===== src/rtl/qc_pkg.sv =====
package qc_pkg;
  typedef enum logic [1:0] {
    FN_PULSE_DIR = 2'd0,
    FN_QX1       = 2'd1,
    FN_QX2       = 2'd2,
    FN_QX4       = 2'd3
  } qc_func_e;

  typedef enum logic [1:0] {
    LM_FREE    = 2'd0,
    LM_CLAMP   = 2'd1,
    LM_ONESHOT = 2'd2,
    LM_MODULO  = 2'd3
  } qc_limit_e;
endpackage


===== src/rtl/qc_deglitch.sv =====
// Two-flop synchroniser per input, then a filter that accepts a new level
// only after two consecutive divided sample ticks agree.
module qc_deglitch #(
  parameter int NUM   = 3,
  parameter int DIV_W = 8
) (
  input  logic             clk,
  input  logic             rst,
  input  logic [DIV_W-1:0] div,
  input  logic [NUM-1:0]   raw,
  output logic [NUM-1:0]   clean
);
  logic [DIV_W-1:0] tcnt;
  logic             tick;

  assign tick = (tcnt >= div);

  always_ff @(posedge clk) begin
    if (rst)       tcnt <= '0;
    else if (tick) tcnt <= '0;
    else           tcnt <= tcnt + 1'b1;
  end

  for (genvar g = 0; g < NUM; g++) begin : g_lane
    logic [1:0] sync_q;
    logic       samp_q;
    logic       out_q;
    always_ff @(posedge clk) begin
      if (rst) begin
        sync_q <= '0;
        samp_q <= 1'b0;
        out_q  <= 1'b0;
      end else begin
        sync_q <= {sync_q[0], raw[g]};
        if (tick) begin
          samp_q <= sync_q[1];
          if (samp_q == sync_q[1]) out_q <= sync_q[1];
        end
      end
    end
    assign clean[g] = out_q;
  end
endmodule


===== src/rtl/qc_edge_decode.sv =====
// Turns filtered phase levels into registered step/direction/illegal pulses.
module qc_edge_decode
  import qc_pkg::*;
(
  input  logic       clk,
  input  logic       rst,
  input  logic [1:0] func,
  input  logic       a,
  input  logic       b,
  output logic       step,
  output logic       up,
  output logic       illegal
);
  qc_func_e fn;
  logic     pa, pb, da, db;
  logic     st_c, up_c, bad_c;

  assign fn = qc_func_e'(func);
  assign da = a ^ pa;
  assign db = b ^ pb;

  always_comb begin
    st_c  = 1'b0;
    up_c  = 1'b0;
    bad_c = 1'b0;
    if (fn == FN_PULSE_DIR) begin
      if (a && !pa) begin
        st_c = 1'b1;
        up_c = b;
      end
    end else if (da && db) begin
      bad_c = 1'b1;
    end else if (da) begin
      if (fn == FN_QX1) begin
        if (!b) begin
          st_c = 1'b1;
          up_c = a;
        end
      end else begin
        st_c = 1'b1;
        up_c = a ^ b;
      end
    end else if (db && fn == FN_QX4) begin
      st_c = 1'b1;
      up_c = ~(a ^ b);
    end
  end

  always_ff @(posedge clk) begin
    if (rst) begin
      pa      <= 1'b0;
      pb      <= 1'b0;
      step    <= 1'b0;
      up      <= 1'b0;
      illegal <= 1'b0;
    end else begin
      pa      <= a;
      pb      <= b;
      step    <= st_c;
      up      <= up_c;
      illegal <= bad_c;
    end
  end
endmodule


===== src/rtl/qc_count_unit.sv =====
// Count register with limit policies, wrap toggles and status flags.
module qc_count_unit
  import qc_pkg::*;
#(
  parameter int CNT_W = 24
) (
  input  logic             clk,
  input  logic             rst,
  input  logic [1:0]       limit,
  input  logic [CNT_W-1:0] ceiling,
  input  logic             en,
  input  logic             step,
  input  logic             up,
  input  logic             illegal,
  input  logic             clear,
  input  logic             load,
  input  logic             idx_load,
  input  logic             flag_clear,
  output logic [CNT_W-1:0] count,
  output logic             borrow,
  output logic             carry,
  output logic             up_flag,
  output logic             noise
);
  localparam logic [CNT_W-1:0] TOP = {CNT_W{1'b1}};

  qc_limit_e lm;
  logic      frozen;
  logic      ceil_mode;
  logic      take;

  assign lm        = qc_limit_e'(limit);
  assign ceil_mode = (lm == LM_CLAMP) || (lm == LM_MODULO);
  assign take      = step && en && !(frozen && lm == LM_ONESHOT);

  always_ff @(posedge clk) begin
    if (rst) begin
      count   <= '0;
      borrow  <= 1'b0;
      carry   <= 1'b0;
      up_flag <= 1'b0;
      noise   <= 1'b0;
      frozen  <= 1'b0;
    end else begin
      if (flag_clear) begin
        borrow <= 1'b0;
        carry  <= 1'b0;
        noise  <= 1'b0;
      end
      if (illegal) noise <= 1'b1;
      if (lm != LM_ONESHOT) frozen <= 1'b0;

      if (clear) begin
        count  <= '0;
        frozen <= 1'b0;
      end else if (load || idx_load) begin
        count  <= ceiling;
        frozen <= 1'b0;
      end else if (take) begin
        up_flag <= up;
        if (up) begin
          if (ceil_mode && count >= ceiling) begin
            if (lm == LM_MODULO) begin
              count <= '0;
              carry <= ~carry;
            end
          end else if (count == TOP) begin
            count <= '0;
            carry <= ~carry;
            if (lm == LM_ONESHOT) frozen <= 1'b1;
          end else begin
            count <= count + 1'b1;
          end
        end else begin
          if (count == '0) begin
            if (lm == LM_MODULO) begin
              count  <= ceiling;
              borrow <= ~borrow;
            end else if (lm != LM_CLAMP) begin
              count  <= TOP;
              borrow <= ~borrow;
              if (lm == LM_ONESHOT) frozen <= 1'b1;
            end
          end else begin
            count <= count - 1'b1;
          end
        end
      end
    end
  end
endmodule


===== src/rtl/quad_count_core.sv =====
module quad_count_core
  import qc_pkg::*;
#(
  parameter int CNT_W = 24,
  parameter int DIV_W = 8
) (
  input  logic             clk,
  input  logic             rst,
  input  logic [1:0]       func_sel,
  input  logic [1:0]       limit_mode,
  input  logic [CNT_W-1:0] preset,
  input  logic             count_en,
  input  logic             load_strobe,
  input  logic             clear_strobe,
  input  logic             flag_clear,
  input  logic             idx_preset_en,
  input  logic             idx_pol,
  input  logic             idx_sync_req,
  input  logic [DIV_W-1:0] filt_div,
  input  logic             in_a,
  input  logic             in_b,
  input  logic             in_idx,
  output logic [CNT_W-1:0] count,
  output logic             borrow_tog,
  output logic             carry_tog,
  output logic             up_flag,
  output logic             noise_err,
  output logic             idx_sync
);
  localparam int NUM_IN = 3;

  logic [NUM_IN-1:0] clean;
  logic              fa, fb, fi, pi;
  logic              step, up, illegal;
  logic              idx_edge, idx_load;

  qc_deglitch #(.NUM(NUM_IN), .DIV_W(DIV_W)) u_filt (
    .clk   (clk),
    .rst   (rst),
    .div   (filt_div),
    .raw   ({in_idx, in_b, in_a}),
    .clean (clean)
  );

  assign fa = clean[0];
  assign fb = clean[1];
  assign fi = clean[2];

  qc_edge_decode u_dec (
    .clk     (clk),
    .rst     (rst),
    .func    (func_sel),
    .a       (fa),
    .b       (fb),
    .step    (step),
    .up      (up),
    .illegal (illegal)
  );

  always_ff @(posedge clk) begin
    if (rst) begin
      pi       <= 1'b0;
      idx_sync <= 1'b0;
    end else begin
      pi       <= fi;
      idx_sync <= idx_sync_req && (qc_func_e'(func_sel) != FN_PULSE_DIR);
    end
  end

  assign idx_edge = idx_pol ? (fi && !pi) : (!fi && pi);
  assign idx_load = idx_preset_en && idx_edge && (!idx_sync || (!fa && !fb));

  qc_count_unit #(.CNT_W(CNT_W)) u_cnt (
    .clk        (clk),
    .rst        (rst),
    .limit      (limit_mode),
    .ceiling    (preset),
    .en         (count_en),
    .step       (step),
    .up         (up),
    .illegal    (illegal),
    .clear      (clear_strobe),
    .load       (load_strobe),
    .idx_load   (idx_load),
    .flag_clear (flag_clear),
    .count      (count),
    .borrow     (borrow_tog),
    .carry      (carry_tog),
    .up_flag    (up_flag),
    .noise      (noise_err)
  );
endmodule


===== config.mk =====
export PLATFORM = sky130hd
export DESIGN_NAME = quad_count_core
export DESIGN_NICKNAME = d
export VERILOG_FILES = /design/src/rtl/qc_pkg.sv /design/src/rtl/qc_deglitch.sv /design/src/rtl/qc_edge_decode.sv /design/src/rtl/qc_count_unit.sv /design/src/rtl/quad_count_core.sv
export SDC_FILE = /design/constraint.sdc
export NUM_CORES = 1
export LEC_CHECK = 0
export BUFFER_PORTS_ARGS = -buffer_cell sky130_fd_sc_hd__buf_4
export CAP_MARGIN = 15
export CORE_UTILIZATION = 40
export CTS_CLUSTER_SIZE = 40
export DETAILED_ROUTE_END_ITERATION = 10
export GPL_ROUTABILITY_DRIVEN = 0
export HOLD_SLACK_MARGIN = 0.1
export PLACE_DENSITY = 0.67
export SETUP_SLACK_MARGIN = 0.2
export SYNTH_ARGS = -nofsm -noshare
export SYNTH_HDL_FRONTEND = slang
export SYNTH_SLANG_ARGS = --single-unit

===== constraint.sdc =====
create_clock -name clk -period 3.1 [get_ports clk]
set_input_delay 0.155 -clock clk [delete_from_list [all_inputs] [get_ports clk]]
set_output_delay 0.155 -clock clk [all_outputs]
set_load 0.02 [all_outputs]

# [Yosys cells after proc, flatten, opt, wreduce, memory -nomap -nowiden]
# Cells that the tools add are included.
[op_classes] add_sub_neg=3 n_lt_le_gt_ge=2 eq_ne=13 muxes=52 bitwise_logic=8 n_reduce_logical=37
[op_table] op="24-bit two-way mux" n=9
[op_table] op="1-bit two-way mux" n=43
[op_table] op="24-bit by 1-bit adder with 24-bit output (second input constant)" n=1
[op_table] op="24-bit == test (second input constant)" n=1
[op_table] op="24-bit greater-or-equal comparator" n=1
[op_table] op="24-bit zero test" n=1
[op_table] op="24-bit by 1-bit subtractor with 24-bit output (second input constant)" n=1
[op_table] op="1-bit logical AND" n=13
[op_table] op="8-bit by 1-bit adder with 8-bit output (second input constant)" n=1
[op_table] op="8-bit greater-or-equal comparator" n=1
[op_table] op="1-bit zero test" n=7
[op_table] op="2-bit == test (second input constant)" n=3
[op_table] op="2-bit AND reduction" n=3
[op_table] op="3-bit AND reduction" n=2
[op_table] op="2-bit nonzero test" n=3
[op_table] op="2-bit OR reduction" n=3
[op_table] op="5-bit by 3-bit inequality test with 1-bit output (second input constant)" n=1
[op_table] op="1-bit inverter" n=5
[op_table] op="2-bit by 1-bit == test with 1-bit output (second input constant)" n=2
[op_table] op="4-bit by 3-bit inequality test with 1-bit output (second input constant)" n=1
[op_table] op="1-bit == test" n=3
[op_table] op="1-bit logical OR" n=3
[op_table] op="3-bit OR reduction" n=1
[op_table] op="1-bit XOR" n=3
[op_table] op="3 further kinds" n=3
[totals] register_bits=56 input_bits=48 out_inout_bits=29 wordCells=138

# [Longest topological paths before layout]
[depth] ltp_word=8 ltp_mapped=11 depth_no_buf=9

# [By module]
# A second synthesis with hierarchy kept.
[hier_totals] hier_cells=599 hier_area_um2=4683.2
[modules_own_cells] module="qc_count_unit" n_inst=1 cells_each=461 area_per_inst_um2=3360.7
[modules_own_cells] module="qc_deglitch" n_inst=1 cells_each=100 area_per_inst_um2=959.7
[modules_own_cells] module="qc_edge_decode" n_inst=1 cells_each=29 area_per_inst_um2=274.0
[modules_own_cells] module="quad_count_core" n_inst=1 cells_each=9 area_per_inst_um2=88.8

# [Worst setup path after synthesis]
# OpenSTA, ideal clock, no wires.
[synth_path] path_type="register to register" start="reg u_cnt.count[0]" end="reg u_cnt.carry" t_arrival_ps=2534 slack_ps=445 path_stages_with_launch=10 path_buffers=0 synth_period_minus_slack_ps=2655 path_cell_list="dfxtp_1 inv_1 ha_1 nand2b_1 a211o_1 a21oi_1 o211ai_1 a21o_1 a211oi_1 mux2_2"
[synth_via] elab_chain_len=7 word_cells_on_any_way=9 classes_between="order compare (1); eq/ne (1); mux (6); reduce/logical (1)"
[synth_lines] item="start: declaration" line="qc_count_unit.sv:19" rtl="output logic [CNT_W-1:0] count,"
[synth_lines] item="start signal: assignment" line="qc_count_unit.sv:57" rtl="count <= ceiling;"
[synth_lines] item="start signal: assignment" line="qc_count_unit.sv:72" rtl="count <= count + 1'b1;"
[synth_lines] item="start signal: assignment" line="qc_count_unit.sv:77" rtl="count <= ceiling;"
[synth_lines] item="24-bit greater-or-equal comparator or 24-bit == test (tied branches)" line="qc_count_unit.sv:62, qc_count_unit.sv:67"
[synth_lines] item="1-bit logical AND or 1-bit two-way mux (tied branches)" line="qc_count_unit.sv:62, qc_count_unit.sv:67"
[synth_lines] item="1-bit two-way mux *" line="qc_count_unit.sv:62" rtl="if (ceil_mode && count >= ceiling) begin"
[synth_lines] item="1-bit two-way mux *" line="qc_count_unit.sv:61" rtl="if (up) begin"
[synth_lines] item="1-bit two-way mux *" line="qc_count_unit.sv:59" rtl="end else if (take) begin"
[synth_lines] item="1-bit two-way mux *" line="qc_count_unit.sv:56" rtl="end else if (load || idx_load) begin"
[synth_lines] item="1-bit two-way mux *" line="qc_count_unit.sv:53" rtl="if (clear) begin"
[synth_lines] item="end signal: assignment" line="qc_count_unit.sv:65" rtl="carry <= ~carry;"
[synth_lines] item="end signal: assignment" line="qc_count_unit.sv:69" rtl="carry <= ~carry;"
[synth_lines] item="end: declaration" line="qc_count_unit.sv:21" rtl="output logic carry,"
# Every way passes the cells marked *; elsewhere a longest branch is shown, timed or not.
# A chain may end at the register's enable or synchronous reset.

# [Worst setup path in the final report]
[layout_path] start="in preset[17]" end="reg u_cnt.count[13]"
[layout_via] elab_chain_len=6 word_cells_on_any_way=8 classes_between="order compare (1); eq/ne (1); mux (4); reduce/logical (2)"
[layout_lines] item="start: declaration" line="quad_count_core.sv:11" rtl="input logic [CNT_W-1:0] preset,"
[layout_lines] item="24-bit greater-or-equal comparator *" line="qc_count_unit.sv:62"
[layout_lines] item="1-bit logical AND *" line="qc_count_unit.sv:62"
[layout_lines] item="24-bit two-way mux" line="qc_count_unit.sv:62"
[layout_lines] item="24-bit two-way mux" line="qc_count_unit.sv:61"
[layout_lines] item="24-bit two-way mux" line="qc_count_unit.sv:59"
[layout_lines] item="24-bit two-way mux" line="qc_count_unit.sv:56"
# Every way passes the cells marked *; elsewhere a longest branch is shown, timed or not. The select of a mux whose other input is x is not followed.

==> results.ini <==
[outcome]
status=finished clean

[global_route]
use_met1_pct=31.92
grt_pass1_wl_um=23520
met3_usage_pct=3.939
antenna_found_initial=0
grt_pass1_vias=4823
use_met2_pct=42.37
grt_max_degree=38
grt_overflow=0
track_usage_pct=25.07
top_usage_layer=met2

[timing]
worst_slew_pin_slew_ns=0.7379
period_needed_ns=2.814
setup_viol=0
fin_crit_sh_pct=90.77
hold_viol=0
fmax_ghz=0.3554
max_slew_margin_pct=50.63
rsz0062_at_grt=true
skew_ns=0.01349
totalNegativeSetupSlack_ns=0
finalMaxSlewViolations=0

[hold_path]
min_path_type=in -> reg

[floorplanning]
initial_utilization_pct=41.04
core_area_um2=11370
dieWidth_um=110
io_pins=77
dieArea_um2=12100
fp-row-count=39
die_h_um=110

[setup_path]
critPathMaxStageDelay_ns=0.52
crit_buf_inv=3
cp_max_fo=13
path_cells=dlygate4sd3_1 -> buf_4 -> inv_1 -> ha_1 -> nand4_1 -> nor4_1 -> nand2_1 -> o2111a_1 -> or2_1 -> nand3_4 -> o221ai_1
crit_family=simple AND/OR/NAND/NOR gates
cp-start-kind=primary input
critPathKind=in -> reg
worst_path_max_delay_cell=dlygate4sd3_1
required_ns=3.28
cp.arrival_ns=2.99
end_kind=flip-flop

[logic_synthesis]
synth_area_leader_cell=dfxtp_1
ys_seq_area_share_pct=24.03
yosysWarnings=0
synth_edf_count=0
yosys.area.top_type_share_pct=24.03
netlist_top_cells_area=dfxtp_1, ha_1, nand3_1
synth.distinct_cells=72
ys.flop_type=dfxtp_1
syn_avg_cell_area_um2=7.687
syn_inst=607
synth_nets=694
syn_area_um2=4666
ys_ff_latch=56
async_reset_ff_share_pct=0

[place]
hpwl_um=10800
dpl_cell_area_um2=5451
io_buffers=76
place_inst=825

[detailed_routing]
dr.pass1.iters=5
drt-initial-drc-count=415
num_vias=5095
wire_per_inst_um=17.38
ant_nets=0
drt-total-wl_um=14840
via_per_inst=5.966
drc_errors=0

[cells_and_area]
fin_nets=797
most-common-layout-cells=buf_4, dfxtp_1, inv_1
final_area_um2=5841
antenna_cells=0
drive_gt1_share_pct=20.68
seq_area_um2=1124
final_common_cell=buf_4
fill_cells=1114
multi_input_area_um2=3199
area_growth_pct=25.18
final_cells=854

[power_and_ir_drop]
power_density_nw_per_um2=337.2
p_leak_nw=2.459
ir_worst_vdd_mv=0.2577

[clock_tree]
cts.clk_slew.worst_paths_ns=0.08
clk_latency_ns=0.31
clk_path_buf_depth=2
htree_levels=2
cts-root-buf=clkbuf_16
numCtsBuffers=5
clock-sinks=56
cts_tree=done

[job]
cap_violations=0

[sequential cells by signal, summed over array words and instances, names as in the netlist]
signal / cells
idx_sync: 1
pi: 1
u_cnt.borrow: 1
u_cnt.carry: 1
u_cnt.count: 24
u_cnt.frozen: 1
u_cnt.noise: 1
u_cnt.up_flag: 1
u_dec.illegal: 1
u_dec.pa: 1
u_dec.pb: 1
u_dec.step: 1
u_dec.up: 1
u_filt.g_lane.out_q: 3
u_filt.g_lane.samp_q: 3
u_filt.g_lane.sync_q: 6
u_filt.tcnt: 8
[per-stage QoR]
| step | worst slack, ns | total power, mW | hold slack (ns) | util (%) |
|---|---|---|---|---|
| after detailed placement | 0.1808 | 1.315 | 0.3632 | 47.95 |
| after global routing | 0.1337 | 2.060 | 0.1263 | 51.37 |
| after CTS | 0.2295 | 1.962 | 0.1043 | 51.02 |
| after floorplan | 0.4450 | 1.130 | 0.2640 | - |
| after global placement | 0.2927 | 1.307 | 0.3638 | 47.95 |
| final | 0.2862 | 1.969 | 0.1142 | 51.37 |
[layout make-up]
cell class,instances,share of cell area (%)
repair buffers,126,17.01
well taps,143,3.063
clock inverters,3,0.4927
inverters,51,3.278
clock buffers,5,2.142
flip-flops and latches,56,19.24
multi-input cells,470,54.78
[Yosys cell counts, types with 3 or more instances]
| library cell | count |
|---|---|
| a211oi_1 | 6 |
| a21o_1 | 7 |
| a21oi_1 | 31 |
| a22oi_1 | 5 |
| a31oi_1 | 9 |
| a32oi_1 | 6 |
| and3_1 | 4 |
| buf_2 | 9 |
| buf_6 | 7 |
| clkbuf_1 | 10 |
| dfxtp_1 | 56 |
| ha_1 | 39 |
| inv_1 | 51 |
| nand2_1 | 42 |
| nand2b_1 | 7 |
| nand3_1 | 43 |
| nand4_1 | 20 |
| nor2_1 | 47 |
| nor2b_1 | 8 |
| nor3_1 | 25 |
| nor3b_1 | 3 |
| nor4_1 | 4 |
| nor4_2 | 3 |
| o211ai_1 | 12 |
| o21a_1 | 3 |
| o21ai_0 | 37 |
| o21ai_1 | 4 |
| o221ai_1 | 9 |
| o22ai_1 | 8 |
| o311a_1 | 3 |
| o311ai_0 | 4 |
| o31ai_1 | 3 |
| or2_2 | 3 |
| or3_1 | 3 |
| or4_1 | 5 |
| xnor2_1 | 15 |
| xor2_1 | 8 |
[per-layer routing]
layer | wire length [µm] | vias up
li1 | - | 2467
met1 | 6311 | 2348
met2 | 6953 | 245
met3 | 1157 | 35
met4 | 419 | 0
met5 | 0 | -
[timing repair]
item | in CTS | in global routing
endpoints found under the setup margin | 1 | 20
hold endpoints to repair | 19 | 0
gates cloned | 0 | 0
gates resized for setup | 1 | 6
hold buffers | 19 | 0
setup buffers | 0 | 2
pin swaps | 0 | 2
[logic make-up after synthesis]
family | count (synthesis) | synth area share (%)
AOI/OAI and AO/OA | 173 | 25.66
xor gates and xnor gates | 23 | 4.318
adders and majority gates | 39 | 10.46
buffers and inverters | 81 | 7.991
DFF | 56 | 24.03
muxes | 2 | 0.4827
and+or+nand+nor | 233 | 27.06
[where the power goes]
group,switching [mW],total (mW),internal [mW]
clock network,0.318,0.631,0.313
logic,0.314,0.571,0.256
registers,0.0288,0.768,0.739
total,0.661,1.97,1.31
[worst paths after layout]
kind	from	endpoint	slack, ns	cells past startpoint
worst max-delay path	preset[17]	u_cnt.count[13]	0.29	11
worst min register to register	u_filt.g_lane[0].sync_q[0]	u_filt.g_lane[0].sync_q[1]	0.44	1
worst max register to register	u_cnt.count[23]	u_cnt.count[13]	0.31	8
worst min-delay path	preset[10]	u_cnt.count[10]	0.11	3
[tightest hold or removal path, delay by kind of cell]
kind            cells  cell delay (ns)
buf+inv             1             0.11
compound gates      1             0.08
simple gates        1             0.05
Power figures use the tool's default switching activity.
